<file path="src/rtl/tmb_pkg.sv">
package tmb_pkg;
  typedef enum logic [1:0] {
    ALIGN_EDGE  = 2'b00,
    ALIGN_C_DN  = 2'b01,
    ALIGN_C_UP  = 2'b10,
    ALIGN_C_ALL = 2'b11
  } align_e;

  localparam int B_RUN   = 0;
  localparam int B_OFF   = 1;
  localparam int B_RSEL  = 2;
  localparam int B_ONES  = 3;
  localparam int B_DIR   = 4;
  localparam int B_MODE  = 5;
  localparam int B_BUF   = 7;
  localparam int B_TRIG  = 8;
  localparam int B_UG    = 9;

  localparam logic [1:0] A_CTRL = 2'd0;
  localparam logic [1:0] A_PSC  = 2'd1;
  localparam logic [1:0] A_ARR  = 2'd2;
  localparam logic [1:0] A_CNT  = 2'd3;
endpackage

</file>
<file path="src/rtl/tmb_prescaler.sv">
module tmb_prescaler #(
  parameter int W = 16
) (
  input  logic         clk,
  input  logic         rst,
  input  logic         run,
  input  logic         clear,
  input  logic         load,
  input  logic [W-1:0] preload,
  output logic         tick,
  output logic [W-1:0] pcnt
);
  logic [W-1:0] div_q;

  assign tick = run && (pcnt == div_q);

  always_ff @(posedge clk) begin
    if (rst) begin
      pcnt  <= '0;
      div_q <= '0;
    end else begin
      if (load) div_q <= preload;
      if (clear)    pcnt <= '0;
      else if (run) pcnt <= tick ? '0 : pcnt + 1'b1;
    end
  end
endmodule

</file>
<file path="src/rtl/tmb_counter.sv">
module tmb_counter
  import tmb_pkg::*;
#(
  parameter int W = 16
) (
  input  logic         clk,
  input  logic         rst,
  input  align_e       mode,
  input  logic         tick,
  input  logic         reinit,
  input  logic [W-1:0] reinit_val,
  input  logic         cnt_wr,
  input  logic [W-1:0] cnt_val,
  input  logic [W-1:0] limit,
  input  logic         phase_clr,
  input  logic         dir_wr,
  input  logic         dir_val,
  output logic [W-1:0] cnt,
  output logic         dir,
  output logic         wrap
);
  logic [W-1:0] nxt_cnt;
  logic         nxt_dir;
  logic         hit;
  logic         center;

  assign center = (mode != ALIGN_EDGE);

  always_comb begin
    nxt_cnt = cnt;
    nxt_dir = dir;
    hit     = 1'b0;
    if (center) begin
      if (!dir) begin
        if (cnt >= limit) begin
          nxt_cnt = (cnt == '0) ? '0 : cnt - 1'b1;
          nxt_dir = 1'b1;
          hit     = 1'b1;
        end else begin
          nxt_cnt = cnt + 1'b1;
        end
      end else if (cnt == '0) begin
        nxt_cnt = (limit == '0) ? '0 : {{(W-1){1'b0}}, 1'b1};
        nxt_dir = 1'b0;
        hit     = 1'b1;
      end else begin
        nxt_cnt = cnt - 1'b1;
      end
    end else if (!dir) begin
      if (cnt >= limit) begin
        nxt_cnt = '0;
        hit     = 1'b1;
      end else begin
        nxt_cnt = cnt + 1'b1;
      end
    end else if (cnt == '0) begin
      nxt_cnt = limit;
      hit     = 1'b1;
    end else begin
      nxt_cnt = cnt - 1'b1;
    end
  end

  assign wrap = tick && !reinit && !cnt_wr && hit;

  always_ff @(posedge clk) begin
    if (rst) begin
      cnt <= '0;
      dir <= 1'b0;
    end else begin
      if (reinit)      cnt <= (!center && dir) ? reinit_val : '0;
      else if (cnt_wr) cnt <= cnt_val;
      else if (tick)   cnt <= nxt_cnt;

      if (phase_clr)                          dir <= 1'b0;
      else if (center && reinit)              dir <= 1'b0;
      else if (center && tick && !cnt_wr)     dir <= nxt_dir;
      else if (dir_wr)                        dir <= dir_val;
    end
  end
endmodule

</file>
<file path="src/rtl/tmb_update.sv">
module tmb_update (
  input  logic clk,
  input  logic rst,
  input  logic wrap,
  input  logic sw_gen,
  input  logic slave_upd,
  input  logic upd_off,
  input  logic req_sel,
  output logic reinit,
  output logic uev,
  output logic evt_q,
  output logic req_q
);
  logic req_now;

  assign reinit  = sw_gen || slave_upd;
  assign uev     = !upd_off && (wrap || reinit);
  assign req_now = !upd_off && (wrap || (!req_sel && reinit));

  always_ff @(posedge clk) begin
    if (rst) begin
      evt_q <= 1'b0;
      req_q <= 1'b0;
    end else begin
      evt_q <= uev;
      req_q <= req_now;
    end
  end
endmodule

</file>
<file path="src/rtl/timebase_unit.sv">
module timebase_unit
  import tmb_pkg::*;
#(
  parameter int W = 16
) (
  input  logic         clk,
  input  logic         rst,
  input  logic         wr_en,
  input  logic [1:0]   wr_addr,
  input  logic [W-1:0] wr_data,
  input  logic [1:0]   rd_addr,
  output logic [W-1:0] rd_data,
  input  logic         slave_trig,
  input  logic         slave_upd,
  output logic         upd_evt,
  output logic         upd_req,
  output logic         cmp_ok,
  output logic [W-1:0] count,
  output logic         running
);
  localparam logic [W-1:0] ARR_RST = '1;

  logic         run_q, off_q, rsel_q, ones_q, buf_q, trig_q;
  align_e       mode_q, mode_nxt;
  logic [W-1:0] psc_pre, arr_pre, arr_work, arr_eff;
  logic         wr_ctrl, wr_psc, wr_arr, wr_cnt;
  logic         mode_ok, phase_clr, dir_wr;
  logic         tick, wrap, reinit, uev, dir;
  logic [W-1:0] pcnt;

  assign wr_ctrl = wr_en && (wr_addr == A_CTRL);
  assign wr_psc  = wr_en && (wr_addr == A_PSC);
  assign wr_arr  = wr_en && (wr_addr == A_ARR);
  assign wr_cnt  = wr_en && (wr_addr == A_CNT);

  assign mode_ok   = wr_ctrl && !run_q;
  assign mode_nxt  = mode_ok ? align_e'(wr_data[B_MODE +: 2]) : mode_q;
  assign phase_clr = mode_ok && (mode_q == ALIGN_EDGE) && (mode_nxt != ALIGN_EDGE);
  assign dir_wr    = wr_ctrl && (mode_nxt == ALIGN_EDGE);
  assign arr_eff   = buf_q ? arr_work : arr_pre;

  tmb_prescaler #(.W(W)) u_psc (
    .clk(clk), .rst(rst), .run(run_q), .clear(reinit), .load(uev),
    .preload(psc_pre), .tick(tick), .pcnt(pcnt)
  );

  tmb_counter #(.W(W)) u_cnt (
    .clk(clk), .rst(rst), .mode(mode_q), .tick(tick), .reinit(reinit),
    .reinit_val(arr_pre), .cnt_wr(wr_cnt), .cnt_val(wr_data), .limit(arr_eff),
    .phase_clr(phase_clr), .dir_wr(dir_wr), .dir_val(wr_data[B_DIR]),
    .cnt(count), .dir(dir), .wrap(wrap)
  );

  tmb_update u_upd (
    .clk(clk), .rst(rst), .wrap(wrap), .sw_gen(wr_ctrl && wr_data[B_UG]),
    .slave_upd(slave_upd), .upd_off(off_q), .req_sel(rsel_q),
    .reinit(reinit), .uev(uev), .evt_q(upd_evt), .req_q(upd_req)
  );

  always_ff @(posedge clk) begin
    if (rst) begin
      run_q    <= 1'b0;
      off_q    <= 1'b0;
      rsel_q   <= 1'b0;
      ones_q   <= 1'b0;
      buf_q    <= 1'b0;
      trig_q   <= 1'b0;
      mode_q   <= ALIGN_EDGE;
      psc_pre  <= '0;
      arr_pre  <= ARR_RST;
      arr_work <= ARR_RST;
    end else begin
      if (wr_ctrl) begin
        off_q  <= wr_data[B_OFF];
        rsel_q <= wr_data[B_RSEL];
        ones_q <= wr_data[B_ONES];
        buf_q  <= wr_data[B_BUF];
        trig_q <= wr_data[B_TRIG];
      end
      mode_q <= mode_nxt;
      if (uev && ones_q)                run_q <= 1'b0;
      else if (trig_q && slave_trig)    run_q <= 1'b1;
      else if (wr_ctrl)                 run_q <= wr_data[B_RUN];
      if (wr_psc) psc_pre <= wr_data;
      if (wr_arr) arr_pre <= wr_data;
      if (uev)    arr_work <= arr_pre;
    end
  end

  always_ff @(posedge clk) begin
    if (rst) begin
      rd_data <= '0;
    end else begin
      unique case (rd_addr)
        A_CTRL: begin
          rd_data          <= '0;
          rd_data[B_RUN]   <= run_q;
          rd_data[B_OFF]   <= off_q;
          rd_data[B_RSEL]  <= rsel_q;
          rd_data[B_ONES]  <= ones_q;
          rd_data[B_DIR]   <= dir;
          rd_data[B_MODE +: 2] <= mode_q;
          rd_data[B_BUF]   <= buf_q;
          rd_data[B_TRIG]  <= trig_q;
        end
        A_PSC:   rd_data <= psc_pre;
        A_ARR:   rd_data <= arr_pre;
        default: rd_data <= count;
      endcase
    end
  end

  always_comb begin
    unique case (mode_q)
      ALIGN_C_DN: cmp_ok = dir;
      ALIGN_C_UP: cmp_ok = !dir;
      default:    cmp_ok = 1'b1;
    endcase
  end

  assign running = run_q;
endmodule

</file>
<file path="config.mk">
export PLATFORM = sky130hd
export DESIGN_NAME = timebase_unit
export DESIGN_NICKNAME = d
export VERILOG_FILES = /design/src/rtl/tmb_pkg.sv /design/src/rtl/tmb_prescaler.sv /design/src/rtl/tmb_counter.sv /design/src/rtl/tmb_update.sv /design/src/rtl/timebase_unit.sv
export SDC_FILE = /design/constraint.sdc
export NUM_CORES = 1
export LEC_CHECK = 0
export ABC_AREA = 1
export BUFFER_PORTS_ARGS = -buffer_cell sky130_fd_sc_hd__buf_2
export CAP_MARGIN = 20
export CORE_MARGIN = 3
export CORE_UTILIZATION = 51
export CTS_CLUSTER_SIZE = 28
export DETAILED_ROUTE_END_ITERATION = 16
export HOLD_SLACK_MARGIN = 0.05
export PLACE_DENSITY = 0.71
export SYNTH_ARGS = -nofsm -noshare
export SYNTH_HDL_FRONTEND = slang
export SYNTH_HIERARCHICAL = 1
export SYNTH_SLANG_ARGS = --single-unit
</file>
<file path="constraint.sdc">
create_clock -name clk -period 4.35 [get_ports clk]
set_clock_uncertainty 0.05 [all_clocks]
set_input_delay 0.6525 -clock clk [delete_from_list [all_inputs] [get_ports clk]]
set_output_delay 0.6525 -clock clk [all_outputs]
set_load 0.05 [all_outputs]
</file>
---- Word-level counts from Yosys, hierarchy flattened ----
Cells that the tools add are included.
storage, ports and cells
  bits in registers ....................... 123
  input port bits ......................... 25
  output and inout port bits .............. 36
  logic and storage cells ................. 105
operators by class
  $add $sub $neg .......................... 3
  magnitude comparators ................... 1
  eq/ne operators ......................... 9
  muxes and demuxes ....................... 28
  reductions and logical operators ........ 47
operator list
  kind                     number
  $mux W16                 14
  $pmux W16 S3             1
  $add A16 B1 Y16 const B  2
  $logic_not A16 Y1        2
  $logic_and A1 B1 Y1      22
  $eq A16 B16 Y1           1
  $ge A16 B16 Y1           1
  $sub A16 B1 Y16 const B  1
  $mux W1                  11
  $eq A2 B2 Y1 const B     4
  $logic_not A2 Y1         4
  $reduce_bool A2 Y1       4
  $logic_not A1 Y1         7
  $eq A2 B1 Y1 const B     3
  $reduce_or A2 Y1         2
  $logic_or A1 B1 Y1       3
  $reduce_bool A3 Y1       1
  $reduce_or A3 Y1         1
  $mux W2                  1
  $ne A2 B1 Y1 const B     1
  $pmux W1 S2              1
  $reduce_and A2 Y1        1

---- Logic depth before layout (Yosys ltp) ----
  word-level depth ........................ 12
  mapped depth ............................ 22

---- Modules after synthesis ----
The synthesis kept the hierarchy.
modules (own cells, without submodules)
  module         times used  cells each  area an instance (sq um)  seq. area each (sq um)
  timebase_unit  1           422         3057.9                    1441.4
  tmb_counter    1           565         3031.7                    340.3
  tmb_prescaler  1           266         1745.4                    640.6
  tmb_update     1           13          92.6                      40.0

---- Least setup slack after synthesis ----
OpenSTA, ideal clock, no wires.
  path kind ............................... register -> register
  start point ............................. register buf_q
  end point ............................... register u_psc.div_q[15]
  library setup time ...................... 0.086 ns
  arrival ................................. 3.021 ns
  slack ................................... 1.193 ns
  cell stages (with the launch flop) ...... 20
  path buffers ............................ 4
  period minus slack after synthesis ...... 3.157 ns
  cell sequence ........................... dfxtp_1 clkbuf_1 clkbuf_1 nand2_1 o21ai_0 inv_1 ha_1 nand2_1 inv_1 nand3_1 a21oi_1 nor2_4 nand2_2 buf_2 o2111a_1 inv_1 a21oi_1 inv_1 clkbuf_1 a211oi_1
on the way
  cells in the longest elaborated chain, start to end .. 7
ends and longest elaborated chain
  element                 line                                  source
  start, declared         timebase_unit.sv:23                   logic run_q, off_q, rsel_q, ones_q, buf_q, trig_q;
  start signal, assigned  timebase_unit.sv:77                   buf_q <= wr_data[B_BUF];
  $mux W16                timebase_unit.sv:40                   assign arr_eff = buf_q ? arr_work : arr_pre;
  net arr_eff[15]         timebase_unit.sv:25                   logic [W-1:0] psc_pre, arr_pre, arr_work, arr_eff;
  $ge A16 B16 Y1          tmb_counter.sv:35, tmb_counter.sv:50
  $mux W1                 tmb_counter.sv:35, tmb_counter.sv:50
  $mux W1                 tmb_counter.sv:34, tmb_counter.sv:49
  $logic_and A1 B1 Y1     tmb_counter.sv:64                     assign wrap = tick && !reinit && !cnt_wr && hit;
  net wrap                timebase_unit.sv:28                   logic tick, wrap, reinit, uev, dir;
  $logic_or A1 B1 Y1      tmb_update.sv:17                      assign uev = !upd_off && (wrap || reinit);
  $logic_and A1 B1 Y1     tmb_update.sv:17
  net uev                 timebase_unit.sv:28
  end signal, assigned    tmb_prescaler.sv:22                   if (load) div_q <= preload;
  end, declared           tmb_prescaler.sv:13                   logic [W-1:0] div_q;
The timed path passes the listed nets, and every way through them passes these cells.
A chain may end at the register's enable or synchronous reset.

---- Worst setup path after layout ----
  start point ............................. register buf_q
  end point ............................... register arr_work[1]
on the way
  cells in the longest elaborated chain, start to end .. 7
ends and longest elaborated chain
  element               line                                  source
  $mux W16              timebase_unit.sv:40
  net arr_eff[15]       timebase_unit.sv:25
  $ge A16 B16 Y1        tmb_counter.sv:35, tmb_counter.sv:50
  $mux W1               tmb_counter.sv:35, tmb_counter.sv:50
  $mux W1               tmb_counter.sv:34, tmb_counter.sv:49
  $logic_and A1 B1 Y1   tmb_counter.sv:64
  net wrap              timebase_unit.sv:28
  $logic_or A1 B1 Y1    tmb_update.sv:17
  $logic_and A1 B1 Y1   tmb_update.sv:17
  net uev               timebase_unit.sv:28
  end signal, assigned  timebase_unit.sv:86                   if (uev) arr_work <= arr_pre;
  end, declared         timebase_unit.sv:25
The timed path passes the listed nets, and every way through them passes these cells.

==> flow_summary.yaml <==
place:
  post-place-ws_ns: 0.601
  hpwl_um: 17200
  place_area_um2: 8290
  globalplace.congestion: 0.954
  dp.cells: 1468
  numPortBuffers: 60
setup_path:
  slowest_stage: "dfxtp_1"
  path_buf_inv: 5
  path_max_fanout: 32
  path_common_cell: "inv_1"
  crit_chain: "buf_12 > nand2_1 > o21ai_0 > inv_1 > ha_1 > nand2_1 > inv_1 > nand3_1 > a21oi_1 > nor2_4 > nand2_2 > o2111a_1 > inv_1 > a21oi_1 > inv_1 > nand2_1 > o211ai_1"
  critPathRequiredTime_ns: 4.56
  path_class: "flop to flop"
  cp-end-kind: "flop"
  slowest_delay_ns: 0.59
  startpoint_type: "flop"
  path_delay_family: "compound AO/OA/AOI/OAI gates"
  worstRegToRegCells: 17
  reg2reg_slack_ns: 0.47
  r2r-start: "buf_q"
  timing.rr.end: "arr_work[1]"
  arrival_ns: 4.09
cts:
  htree_levels: 4
  insertion_delay_ns: 0.42
  numCtsBuffers: 17
  clockBufferDepth: 2
  cts.repair.resized: 0
  cts_tree: "built"
  cts.sinks: 123
  postCtsSetupBuffers: 0
  root_buffer: "clkbuf_16"
  clkSlewWorstSetupHoldPaths_ns: 0.05
  postCtsHoldBufs: 0
floorplan:
  ioPinCount: 61
  start_util_pct: 53.3
  fp.dieW_um: 131
  die_y_um: 131
  dieArea_um2: 17100
  fp-row-count: 44
  core_area_um2: 14900
synthesis:
  ys_top_cells_by_area: "dfxtp_1 31%, nand2_1 17%, nor2_1 8.9%"
  avgSynthCellArea_um2: 6.26
  yosys.area.top_type: "dfxtp_1"
  synth_top_family_by_area: "simple AND/OR/NAND/NOR gates"
  synth_cell_types: 40
  synth_most_common_cell: "nand2_1"
  async_flop_share_pct: 0
  mappedNetlistArea_um2: 7930
  synth_edf_count: 0
  synth-xor-area-share_pct: 1.66
  yosysWarnings: 6
  syn_nets: 1314
  synth_fa_ha_area_share_pct: 3.63
  synthCells: 1266
  synth_ff_type: "dfxtp_1"
  synth_common_cells: "364 x nand2_1, 187 x nor2_1, 143 x inv_1, 123 x dfxtp_1, 90 x nand3_1"
  synth_compound_area_share_pct: 12.6
  synth_mux_area_share_pct: 0.142
  synth-seq-area-share_pct: 31.1
  yosysTopAreaCellShare_pct: 31.1
  ys_seq_elements: 123
  synth-simple-area-share_pct: 39.7
run:
  drv_cap: 0
global_route:
  grt_max_degree: 71
  grt_pass1_wl_um: 37700
  grt_overflow: 0
  antenna_found_initial: 0
  grt_pass1_vias: 7412
  grtUsageTotal_pct: 27.9
finish:
  final_cells: 1501
  fillers: 1438
  area_delta_synth_final_pct: 13.0
  finalInstanceArea_um2: 8960
  antenna_cells: 0
  drive_gt1_share_pct: 12.1
  fin_nets: 1352
drt:
  drt_iter0_markers: 820
  drc: 0
  num_vias: 8127
  drt-pass1-iter-count: 8
  routedWlPerCell_um: 15.5
  viasPerCell: 5.41
  routed_wl_um: 23200
  ant_nets: 0
timing:
  setup_viol: 0
  fin_ws_ns: 0.475
  slew_headroom_pct: 30.8
  period_share_pct: 89.1
  fin_crit_ns: 3.88
  setup_tns_ns: 0
  worst_pin_slew_ns: 1.03
  hold_violations: 0
  rsz0062_at_grt: "no"
  slew_violations: 0
  hold_slack_ns: 0.434
  maxClockFrequency_mhz: 258
power:
  pwr_density_cell_nw_per_um2: 394
  power.leakage_nw: 4.46
  ir_drop_mv: 0.282
hold_path:
  hold-path-endpoint: "arr_work[3]"
  worstHoldPathType: "flop to flop"
  worst_hold_startpoint: "arr_work[3]"
  hold_path_depth: 2
status:
  status: "completed"
## worst register-to-register path, cell delays in order, from the launching register on
cell and delay (ns):
dfxtp_1 0.59, buf_12 0.21, nand2_1 0.07, o21ai_0 0.14, inv_1 0.11, ha_1 0.31, nand2_1 0.07, inv_1 0.05
nand3_1 0.09, a21oi_1 0.23, nor2_4 0.07, nand2_2 0.29, o2111a_1 0.29, inv_1 0.07, a21oi_1 0.31, inv_1 0.48
nand2_1 0.21, o211ai_1 0.11
## through the flow
step / power (mW) / utilization [%]
after global placement: 1.99 / 55.6
after global routing: 3.69 / 60.3
after detailed placement: 1.99 / 55.8
final: 3.53 / 60.3
after floorplan: 1.81 / -
after CTS: 3.53 / 60.1
## power by group
group          internal (mW)  total (mW)  switching (mW)  leakage (nW)
clock                   1.05        1.54           0.489         0.321
combinational          0.220       0.732           0.512          3.13
sequential              1.19        1.26          0.0651          1.01
total                   2.46        3.53            1.07          4.46
## cells in the final DEF, fill, tap and decap left out, types with 4 or more instances in the layout
cell / n
inv_2: 10
o21bai_1: 5
clkbuf_8: 6
clkbuf_16: 17
a21oi_1: 34
xnor2_1: 4
o21ai_0: 54
nand3_2: 6
bufinv_16: 4
nor2_2: 14
buf_2: 60
a211oi_1: 16
nor3_1: 5
nand3_1: 90
o211ai_1: 33
nor2_4: 12
nand2_1: 364
nor2_1: 186
nand3b_1: 5
xor2_1: 11
dfxtp_1: 123
inv_1: 143
nand2_2: 6
nand4_1: 29
o21ai_1: 22
buf_4: 12
ha_1: 23
## flip-flops by register name, summed over array words and instances, names as in the netlist, 2 cells and up
| signal | flops |
|---|---|
| arr_work | 16 |
| rd_data | 16 |
| mode_q | 2 |
| arr_pre | 16 |
| u_cnt/cnt | 16 |
| u_psc/div_q | 16 |
| u_psc/pcnt | 16 |
| psc_pre | 16 |
## logic make-up (layout without fill, tap and decap cells)
kind of cell	after synthesis	count (layout)
muxes	1	1
adders and majority gates	23	23
buffers and inverters	211	262
and+or+nand+nor	724	724
xor gates and xnor gates	15	15
AOI/OAI and AO/OA	169	169
DFF	123	123
## worst max-delay path by stage
stage,from,slack (ns),end,cells after the start
floorplan,buf_q,1.19,u_psc/div_q[15],19
global placement,buf_q,0.69,arr_work[13],17
detailed placement,buf_q,0.60,arr_work[4],17
CTS,buf_q,0.53,arr_work[1],17
global route,buf_q,0.11,arr_work[1],17
finish,buf_q,0.47,arr_work[1],17
## per-layer routing
| metal | up-vias | track usage [%] | wire [um] | part of all wire [%] |
|---|---|---|---|---|
| met5 | - | 0 | 0 | 0 |
| met4 | 0 | 9.80 | 502 | 2.2 |
| met3 | 42 | 5.08 | 1660 | 7.1 |
| met2 | 315 | 44.3 | 10700 | 46 |
| met1 | 3650 | 38.2 | 10400 | 45 |
| li1 | 4120 | - | - | - |
## final cells by class
class	count	area (um2)	share of cell area, %
repair buffers	75	458	5.11
clock inverters	6	130	1.45
well taps	184	230	2.57
multi-input cells	932	4580	51.1
inverters	155	583	6.51
clock buffers	26	519	5.80
flip-flops and latches	123	2460	27.5
(Power assumes the default switching activity.)
